<file path="config.mk">
export PLATFORM = sky130hd
export DESIGN_NAME = lane_align_unit
export DESIGN_NICKNAME = d
export VERILOG_FILES = /design/src/rtl/lane_align_pkg.sv /design/src/rtl/lane_align_ctrl.sv /design/src/rtl/lane_align_dp.sv /design/src/rtl/lane_align_unit.sv
export SDC_FILE = /design/constraint.sdc
export NUM_CORES = 1
export LEC_CHECK = 0
export ABC_CLOCK_PERIOD_IN_PS = 2000
export BUFFER_PORTS_ARGS = -buffer_cell sky130_fd_sc_hd__buf_2
export CORE_ASPECT_RATIO = 0.8
export CORE_MARGIN = 4
export CORE_UTILIZATION = 45
export DETAILED_ROUTE_END_ITERATION = 12
export GPL_TIMING_DRIVEN = 0
export PLACE_DENSITY = 0.91
export SETUP_SLACK_MARGIN = 0.05
export SYNTH_ARGS = -nofsm -noshare
export SYNTH_HDL_FRONTEND = slang
export SYNTH_SLANG_ARGS = --single-unit
</file>
<file path="constraint.sdc">
create_clock -name clk -period 2 [get_ports clk]
set_input_delay 0 -clock clk [delete_from_list [all_inputs] [get_ports clk]]
set_output_delay 0 -clock clk [all_outputs]
set_load 0.03 [all_outputs]
</file>
<file path="src/rtl/lane_align_pkg.sv">
package lane_align_pkg;

  localparam logic [5:0] OP_LD_BYTE_S = 6'h20;
  localparam logic [5:0] OP_LD_HALF_S = 6'h21;
  localparam logic [5:0] OP_LD_WORD   = 6'h23;
  localparam logic [5:0] OP_LD_BYTE_Z = 6'h24;
  localparam logic [5:0] OP_LD_HALF_Z = 6'h25;
  localparam logic [5:0] OP_ST_BYTE   = 6'h28;
  localparam logic [5:0] OP_ST_HALF   = 6'h29;
  localparam logic [5:0] OP_ST_WORD   = 6'h2B;

  typedef enum logic [1:0] {
    SZ_BYTE = 2'd0,
    SZ_HALF = 2'd1,
    SZ_WORD = 2'd2
  } accSize_t;

  // Strobes from decode to the lane datapath
  typedef struct packed {
    logic     isLoad;
    logic     isStore;
    accSize_t size;
    logic     signExt;
    logic     fault;
  } laneStrobes_t;

endpackage

</file>
<file path="src/rtl/lane_align_ctrl.sv">
module lane_align_ctrl
  import lane_align_pkg::*;
#(
  parameter int OFF_W = 2
) (
  input  logic             accValid,
  input  logic [5:0]       opCode,
  input  logic [OFF_W-1:0] addrLow,
  output laneStrobes_t     strb
);

  logic     isLd;
  logic     isSt;
  accSize_t sz;
  logic     sExt;

  always_comb begin
    isLd = 1'b0;
    isSt = 1'b0;
    sz   = SZ_BYTE;
    sExt = 1'b0;
    unique case (opCode)
      OP_LD_BYTE_S: begin isLd = 1'b1; sz = SZ_BYTE; sExt = 1'b1; end
      OP_LD_BYTE_Z: begin isLd = 1'b1; sz = SZ_BYTE; end
      OP_LD_HALF_S: begin isLd = 1'b1; sz = SZ_HALF; sExt = 1'b1; end
      OP_LD_HALF_Z: begin isLd = 1'b1; sz = SZ_HALF; end
      OP_LD_WORD:   begin isLd = 1'b1; sz = SZ_WORD; end
      OP_ST_BYTE:   begin isSt = 1'b1; sz = SZ_BYTE; end
      OP_ST_HALF:   begin isSt = 1'b1; sz = SZ_HALF; end
      OP_ST_WORD:   begin isSt = 1'b1; sz = SZ_WORD; end
      default: ;
    endcase
  end

  logic misaligned;
  always_comb begin
    unique case (sz)
      SZ_HALF: misaligned = addrLow[0];
      SZ_WORD: misaligned = (addrLow != '0);
      default: misaligned = 1'b0;
    endcase
  end

  always_comb begin
    strb.isLoad  = accValid & isLd;
    strb.isStore = accValid & isSt;
    strb.size    = sz;
    strb.signExt = sExt;
    strb.fault   = accValid & (isLd | isSt) & misaligned;
  end

endmodule

</file>
<file path="src/rtl/lane_align_dp.sv">
module lane_align_dp
  import lane_align_pkg::*;
#(
  parameter int DATA_W = 32
) (
  input  logic                       clk,
  input  logic                       rstN,
  input  laneStrobes_t               strb,
  input  logic [$clog2(DATA_W/8)-1:0] addrLow,
  input  logic [DATA_W-1:0]          storeData,
  input  logic [DATA_W-1:0]          memRdata,
  output logic [DATA_W/8-1:0]        byteEn,
  output logic [DATA_W-1:0]          wrData,
  output logic [DATA_W-1:0]          loadData,
  output logic                       alignFault
);

  localparam int LANES  = DATA_W / 8;
  localparam int HALVES = LANES / 2;
  localparam int OFF_W  = $clog2(LANES);

  // Load extraction
  logic [OFF_W-1:0] halfOff;
  logic [7:0]       byteVal;
  logic [15:0]      halfVal;
  assign halfOff = {addrLow[OFF_W-1:1], 1'b0};
  assign byteVal = 8'(memRdata >> {addrLow, 3'b000});
  assign halfVal = 16'(memRdata >> {halfOff, 3'b000});

  logic [DATA_W-1:0] ldNext;
  always_comb begin
    ldNext = '0;
    if (strb.isLoad && !strb.fault) begin
      unique case (strb.size)
        SZ_BYTE: ldNext = strb.signExt ? {{(DATA_W-8){byteVal[7]}}, byteVal}
                                       : {{(DATA_W-8){1'b0}}, byteVal};
        SZ_HALF: ldNext = strb.signExt ? {{(DATA_W-16){halfVal[15]}}, halfVal}
                                       : {{(DATA_W-16){1'b0}}, halfVal};
        default: ldNext = memRdata;
      endcase
    end
  end

  // Store lane enables, one per lane
  logic [LANES-1:0] laneHit;
  for (genvar i = 0; i < LANES; i++) begin : g_lane
    assign laneHit[i] = (strb.size == SZ_BYTE) ? (addrLow == OFF_W'(i)) :
                        (strb.size == SZ_HALF) ? (addrLow[OFF_W-1:1] == (OFF_W-1)'(i / 2)) :
                        1'b1;
  end

  logic [LANES-1:0]  beNext;
  logic [DATA_W-1:0] wdNext;
  always_comb begin
    beNext = '0;
    wdNext = '0;
    if (strb.isStore && !strb.fault) begin
      beNext = laneHit;
      unique case (strb.size)
        SZ_BYTE: wdNext = {LANES{storeData[7:0]}};
        SZ_HALF: wdNext = {HALVES{storeData[15:0]}};
        default: wdNext = storeData;
      endcase
    end
  end

  logic pastOk;
  always_ff @(posedge clk) begin
    if (!rstN) begin
      byteEn     <= '0;
      wrData     <= '0;
      loadData   <= '0;
      alignFault <= 1'b0;
      pastOk     <= 1'b0;
    end else begin
      byteEn     <= beNext;
      wrData     <= wdNext;
      loadData   <= ldNext;
      alignFault <= strb.fault;
      pastOk     <= 1'b1;
    end
  end

  // A raised fault suppresses every lane and the load result
  assert_fault_quiet_R8: assert property (@(posedge clk) disable iff (!rstN)
    alignFault |-> (byteEn == '0 && loadData == '0 && wrData == '0));

  assert_byte_onehot_R5: assert property (@(posedge clk) disable iff (!rstN)
    pastOk && $past(strb.isStore && strb.size == SZ_BYTE && !strb.fault)
      |-> $onehot(byteEn));

  assert_half_pair_R6: assert property (@(posedge clk) disable iff (!rstN)
    pastOk && $past(strb.isStore && strb.size == SZ_HALF && !strb.fault)
      |-> ($countones(byteEn) == 2));

  assert_word_all_R7: assert property (@(posedge clk) disable iff (!rstN)
    pastOk && $past(strb.isStore && strb.size == SZ_WORD && !strb.fault)
      |-> (&byteEn));

  assert_load_nowrite_R9: assert property (@(posedge clk) disable iff (!rstN)
    pastOk && $past(!strb.isStore) |-> (byteEn == '0));

  assert_idle_quiet_R10: assert property (@(posedge clk) disable iff (!rstN)
    pastOk && $past(!strb.isStore && !strb.isLoad)
      |-> (byteEn == '0 && loadData == '0 && !alignFault));

endmodule

</file>
<file path="src/rtl/lane_align_unit.sv">
module lane_align_unit
  import lane_align_pkg::*;
#(
  parameter int DATA_W = 32
) (
  input  logic                        clk,
  input  logic                        rstN,
  input  logic                        accValid,
  input  logic [5:0]                  opCode,
  input  logic [$clog2(DATA_W/8)-1:0] effAddrLow,
  input  logic [DATA_W-1:0]           storeData,
  input  logic [DATA_W-1:0]           memRdata,
  output logic [DATA_W/8-1:0]         byteEn,
  output logic [DATA_W-1:0]           wrData,
  output logic [DATA_W-1:0]           loadData,
  output logic                        alignFault
);

  localparam int OFF_W = $clog2(DATA_W / 8);

  laneStrobes_t strb;

  lane_align_ctrl #(.OFF_W(OFF_W)) u_ctrl (
    .accValid (accValid),
    .opCode   (opCode),
    .addrLow  (effAddrLow),
    .strb     (strb)
  );

  lane_align_dp #(.DATA_W(DATA_W)) u_dp (
    .clk        (clk),
    .rstN       (rstN),
    .strb       (strb),
    .addrLow    (effAddrLow),
    .storeData  (storeData),
    .memRdata   (memRdata),
    .byteEn     (byteEn),
    .wrData     (wrData),
    .loadData   (loadData),
    .alignFault (alignFault)
  );

endmodule

</file>
==> impl_metrics.yaml, run 1 <==
clock_tree:
  cts_buffers: 9
  clock_sinks: 69
  clockBufferDepth: 2
  cts_tree: "built"
  root_buffer: "clkbuf_8"
  h-tree-depth: 3
  clk_pin_slew_worst_paths_ps: 80
die:
  die_w_um: 96.4
  die_y_um: 78.7
  core_area_um2: 5970
  ios: 144
  dieArea_um2: 7590
  start_util_pct: 47.1
  rows: 25
timing:
  slew_headroom_pct: 66.1
  fin_ws_ps: 190
  finalSetupViolCount: 0
  rsz0062_at_grt: "false"
  setup_tns_ps: 0
  fin_crit_ps: 1810
  maxSlewViolCount: 0
  worst_slew_pin_slew_ps: 508
  finalCritPeriodShare_pct: 90.5
  hold_violations: 0
  fmax_mhz: 552
grt:
  grt_first_pass_wirelength_mm: 17.1
  antenna_found_initial: 0
  grt_max_degree: 13
  grt-ovfl-total: 0
  grt_pass1_vias: 3569
  grt_use_total_pct: 29.8
detailed_routing:
  drtIter0Drc: 454
  drc: 0
  finalWirelength_mm: 11.3
  wl_per_cell_um: 17.8
  num_vias: 3600
  first_pass_iters: 6
  avgViaCountPerCell: 5.67
  final_antenna_net_count: 0
place:
  place_congestion: 0.894
  io_buffers: 142
  dp_slack_ps: -223
  dpl_cell_area_um2: 3630
  hpwlAfterDp_mm: 7.02
power:
  p_per_area_nw_per_um2: 726
  power_mw: 3.24
  ir_drop_mv: 0.454
  power.leakage_nw: 2.16
critical_path:
  max_stage_delay_ps: 330
  crit_slowest_cell: "clkbuf_2"
  path_class: "input pin to flip-flop"
  cpMostUsedCell: "buf_2"
  worstPathCellList: "buf_2 -> nor2b_1 -> nand4b_1 -> ha_1 -> nor2_1 -> buf_2 -> clkbuf_2 -> nand2_1 -> a31oi_1"
  crit_fanout: 10
  cp-end-kind: "flip-flop"
  start_kind: "input pin"
  crit_required_ps: 2270
  worstPathBufferInverterCount: 3
  critPathTopFamily: "simple AND/OR/NAND/NOR gates"
  worstPathArrival_ps: 2080
yosys:
  ys_seq_elements: 69
  yosysUniqueCellTypes: 34
  synth_flop_cell: "dfxtp_1"
  synth_edf_count: 0
  syn_nets: 416
  yosysWarnings: 0
  ys_seq_area_share_pct: 49.1
  netlist_area_um2: 2810
  synthArstFlopShare_pct: 0
  synthCells: 338
  syn_avg_cell_area_um2: 8.33
final_layout:
  synthToLayoutAreaGrowth_pct: 58.7
  fin_nets: 626
  layout.cells.most_common_list: "154 x buf_2, 76 x nand2_1, 69 x dfxtp_1, 57 x dlygate4sd3_1, 43 x a21oi_1"
  utilization_pct: 74.7
  layout.cells.most_common: "buf_2"
  seq_area_um2: 1380
  layout-drive-gt1-share_pct: 32.9
  multiInputGateArea_um2: 1280
  nFillCells: 403
  fin_area_um2: 4470
run_status:
  run_status: "finished clean"
flow_run:
  drv_cap: 0
hold_path:
  hp-class: "input pin to flip-flop"
[repair_timing]
action                                  CTS  global route
resized for setup                         0             8
hold buffers                             57             0
setup buffers                             0             0
endpoints found under the setup margin    0            37
endpoints found under the hold margin    57             0
[path summary, 6_finish.rpt]
path	slack, ps	from	depth (start not counted)	endpoint
worst max-delay path	190	opCode[4]	9	u_dp.wrData[29]$_SDFF_PN0_
worst min-delay path	30	opCode[3]	3	u_dp.wrData[24]$_SDFF_PN0_
[kinds of logic (layout without fill, tap and decap cells)]
logic type / Yosys count / in the layout / synth area share [%]
simple gates: 122 / 122 / 18.7
compound gates: 96 / 96 / 21.7
flops: 69 / 69 / 49.1
buf+inv: 38 / 253 / 5.60
mux: 10 / 10 / 3.60
fa+ha+maj: 3 / 3 / 1.33
other cells: 0 / 1 / 0
[worst min-delay path, stage by stage]
cell     delay, ps
buf_2          140
nand4_4        140
a31oi_1         50
[synth_stat cells, drive strengths merged (2+ instances only)]
master / n / area, µm²
ha: 3 / 37.5
a21oi: 43 / 215
o2bb2ai: 7 / 61.3
dfxtp: 69 / 1380
o21ai: 2 / 10.0
mux2i: 9 / 90.1
buf: 15 / 71.3
a31oi: 25 / 171
a22oi: 7 / 52.6
nand3: 3 / 20.0
nand2: 76 / 285
a211o: 7 / 61.3
clkbuf: 10 / 37.5
nor2: 28 / 105
and3: 2 / 12.5
nand2b: 3 / 18.8
nor2b: 3 / 18.8
inv: 12 / 45.0
or2: 3 / 21.3
[where the power goes]
part           switching, mW  internal, mW  leakage [nW]
Combinational          0.207         0.198          1.48
Sequential           0.00150          1.38         0.556
Clock                  0.558         0.899         0.126
[layout make-up]
| class | instances | share of cell area (%) |
|---|---|---|
| buffer | 25 | 2.55 |
| multi-input combinational | 231 | 28.6 |
| antenna | 1 | 0.0560 |
| inverter | 13 | 1.09 |
| clock inverter | 5 | 2.38 |
| timing repair buffer | 199 | 28.7 |
| tap | 81 | 2.27 |
| sequential | 69 | 30.9 |
| clock buffer | 11 | 3.39 |
[state kept, by name, summed over array words and instances, names as in the netlist]
| name | count |
|---|---|
| u_dp.alignFault | 1 |
| u_dp.wrData | 32 |
| u_dp.byteEn | 4 |
| u_dp.loadData | 32 |
[per-layer routing]
metal	GRT usage, %	part of all wire, %	up-vias
li1	-	-	1577
met2	51.3	48	306
met5	0	0	-
met3	7.86	10	76
met4	19.0	5.6	0
met1	31.8	36	1641
[stage by stage]
stage	instances	hold slack (ps)
finish	635	26.8
global placement	561	240
detailed placement	561	242
floorplan	338	112
global route	634	30.5
CTS	634	4.91
Power figures use the tool's default switching activity.
==> run 2: changes to the inputs <==
--- a/config.mk
+++ b/config.mk
@@ -12,8 +12,9 @@
 export CORE_UTILIZATION = 45
 export DETAILED_ROUTE_END_ITERATION = 12
 export GPL_TIMING_DRIVEN = 0
-export PLACE_DENSITY = 0.91
+export PLACE_DENSITY = 0.77
 export SETUP_SLACK_MARGIN = 0.05
 export SYNTH_ARGS = -nofsm -noshare
 export SYNTH_HDL_FRONTEND = slang
+export SYNTH_HIERARCHICAL = 1
 export SYNTH_SLANG_ARGS = --single-unit
==> run 2 against run 1 <==
Highest routed layer unchanged; worst setup slack improved by 13 ps; via count fell by 0.75%; worst hold slack improved by 50 ps; die area rose by 11%; routed wire length fell by 1.8%; fmax rose by 0.74%; critical path type unchanged; largest power group unchanged; first-iteration DRC count fell by 24%; clock power fell by 5%.
==> impl_metrics.yaml, run 2 <==
run_status:
  run_status: "finished clean"
clock_tree:
  clk_pin_slew_worst_paths_ps: 80
  root_buffer: "clkbuf_8"
  h-tree-depth: 3
  clock_sinks: 69
  clockBufferDepth: 2
  cts_tree: "built"
  cts_buffers: 9
power:
  intPower_mw: 2.43
  p_seq_share_pct: 43.5
  switching_share_pct: 23.3
  pwr-share-comb_pct: 12.5
  power.leakage_nw: 2.35
  p_per_area_nw_per_um2: 634
  clock_power_share_pct: 43.9
  ir_drop_mv: 0.385
  power_mw: 3.17
  power.switching_uw: 738
die:
  die_y_um: 83.0
  rows: 27
  dieArea_um2: 8440
  start_util_pct: 46.1
  core_area_um2: 6860
  ios: 144
  die_w_um: 102
final_layout:
  layout.cells.most_common_list: "152 x buf_2, 70 x dlygate4sd3_1, 69 x dfxtp_1, 58 x nand2_1, 29 x a21oi_1"
  fin_nets: 647
  multiInputGateArea_um2: 1610
  synthToLayoutAreaGrowth_pct: 57.9
  final_cells: 662
  nFillCells: 465
  layout.cells.most_common: "buf_2"
  fin_area_um2: 4990
  layout-drive-gt1-share_pct: 37.1
  reg.largest.list: "u_dp/loadData: 32 flops, u_dp/wrData: 32 flops, u_dp/byteEn: 4 flops"
  seq_area_um2: 1380
yosys:
  ys_seq_elements: 69
  synth_commonest_cells: "69 x dfxtp_1, 58 x nand2_1, 29 x a21oi_1"
  synth.most_common_cell: "dfxtp_1"
  yosysUniqueCellTypes: 40
  synth_top_cells_by_area: "dfxtp_1 44%, nand2_1 6.9%, mux2_2 5.7%, a21oi_1 4.6%, and3b_1 4.4%"
  synth_area_leader_cell: "dfxtp_1"
  ys_seq_area_share_pct: 43.7
  netlist_area_um2: 3160
  synth_flop_cell: "dfxtp_1"
  synth_edf_count: 0
  synthCells: 341
  syn_nets: 419
  synthArstFlopShare_pct: 0
  yosysWarnings: 6
  synth_top_area_share_pct: 43.7
  syn_avg_cell_area_um2: 9.27
detailed_routing:
  drtIter0Drc: 343
  num_vias: 3573
  wl_per_cell_um: 16.8
  avgViaCountPerCell: 5.40
  drc: 0
  finalWirelength_mm: 11.1
  first_pass_iters: 5
  final_antenna_net_count: 0
critical_path:
  path_class: "input pin to flip-flop"
  start_kind: "input pin"
  crit_fanout: 10
  worstPathArrival_ps: 2030
  crit_required_ps: 2230
  cp-end-kind: "flip-flop"
timing:
  fin_crit_ps: 1800
  fmax_mhz: 557
  maxSlewViolCount: 0
  slew_headroom_pct: 63.3
  hold_violations: 0
  rsz0062_at_grt: "false"
  finalCritPeriodShare_pct: 89.8
  fin_ws_ps: 203
  finalSetupViolCount: 0
  worst_slew_pin_slew_ps: 548
grt:
  grt_max_degree: 14
  grt_pass1_vias: 3489
  grt_first_pass_wirelength_mm: 17.2
  grt-ovfl-total: 0
  grt_use_total_pct: 25.6
  antenna_found_initial: 1
hold_path:
  worstHoldPathCells: 4
  min-delay-start: "memRdata[7]"
  hold-path-endpoint: "u_dp/loadData[7]$_SDFF_PN0_"
  hp-class: "input pin to flip-flop"
place:
  dpl_cell_area_um2: 3990
  io_buffers: 143
  dp.cells: 571
  dp_slack_ps: -219
  hpwlAfterDp_mm: 7.16
  place_congestion: 0.872
flow_run:
  drv_cap: 0
[run 2: cell types whose count changed after synthesis, moves of 8 or more]
cell / before / now
nor2_1: 28 / 11
o211ai_1: 0 / 17
nor2b_1: 3 / 11
mux2_2: 1 / 16
and3b_1: 1 / 16
a31oi_1: 24 / 14
a21oi_1: 43 / 29
o21ai_0: 2 / 10
nand2_1: 76 / 58
and2_1: 1 / 10
[run 2: timing repair]
| action | in CTS | in global routing |
|---|---|---|
| resized for setup | 0 | 11 |
| hold endpoints to repair | 63 | 0 |
| setup endpoints to repair | 0 | 39 |
| hold buffers | 70 | 0 |
| setup buffers | 0 | 4 |
[run 2: layout make-up]
cell class                      count  share of cell area [%]
Timing Repair Buffer              217                    29.0
Antenna cell                        1                  0.0501
Clock inverter                      7                    2.48
Clock buffer                        9                    2.48
Inverter                            7                   0.526
Tap cell                           87                    2.18
Multi-Input combinational cell    239                    32.2
Buffer                             26                    3.46
Sequential cell                    69                    27.7
[run 2: cells by family after synthesis]
logic type                 after synthesis  share of synthesized area (%)
AOI/OAI and AO/OA                       86                           17.7
adders and majority gates                3                           1.19
buffers and inverters                   33                           5.98
DFF                                     69                           43.7
muxes                                   27                           9.50
and+or+nand+nor                        123                           21.9
[run 2: routing by layer]
| layer | routed length [µm] | GRT usage, % | vias up |
|---|---|---|---|
| met4 | 513 | 13.4 | 0 |
| met3 | 948 | 5.79 | 54 |
| met5 | 0 | 0 | - |
| li1 | - | - | 1664 |
| met2 | 5240 | 41.2 | 225 |
| met1 | 4400 | 31.4 | 1630 |
[run 2: critical path: stages]
cell,delay (ps)
buf_2,120
nor3b_4,230
and3_2,310
buf_4,200
buf_6,150
buf_6,170
mux2i_1,190
dlygate4sd3_1,580
nor2_1,50
[run 2: worst max path at each step]
stage	slack, ps	endpoint	start
finish	200	u_dp/wrData[16]$_SDFF_PN0_	opCode[4]
global route	50	u_dp/wrData[29]$_SDFF_PN0_	opCode[4]
CTS	160	u_dp/wrData[29]$_SDFF_PN0_	opCode[4]
detailed placement	-220	u_dp/wrData[21]$_SDFF_PN0_	opCode[4]
global placement	-120	u_dp/wrData[21]$_SDFF_PN0_	opCode[4]
floorplan	270	u_dp/loadData[21]$_SDFF_PN0_	opCode[4]
[run 2: power groups by stage]
stage          Clock (mW)  Sequential, mW  Combinational (mW)
4_1_cts              1.40            1.38               0.376
3_5_place_dp            0            1.41               0.267
5_1_grt              1.47            1.38               0.425
6_report             1.39            1.38               0.397
2_1_floorplan           0            1.42               0.123
3_3_place_gp            0            1.41               0.261
[run 2: per-stage QoR]
stage          setup TNS [ps]  util [%]  hold slack (ps)
6_report                    0      72.8             76.8
5_1_grt                     0      72.8             80.9
4_1_cts                     0      72.0             70.5
3_5_place_dp            -7180      58.1              243
3_3_place_gp            -2590      58.1              235
2_1_floorplan               0         -              122
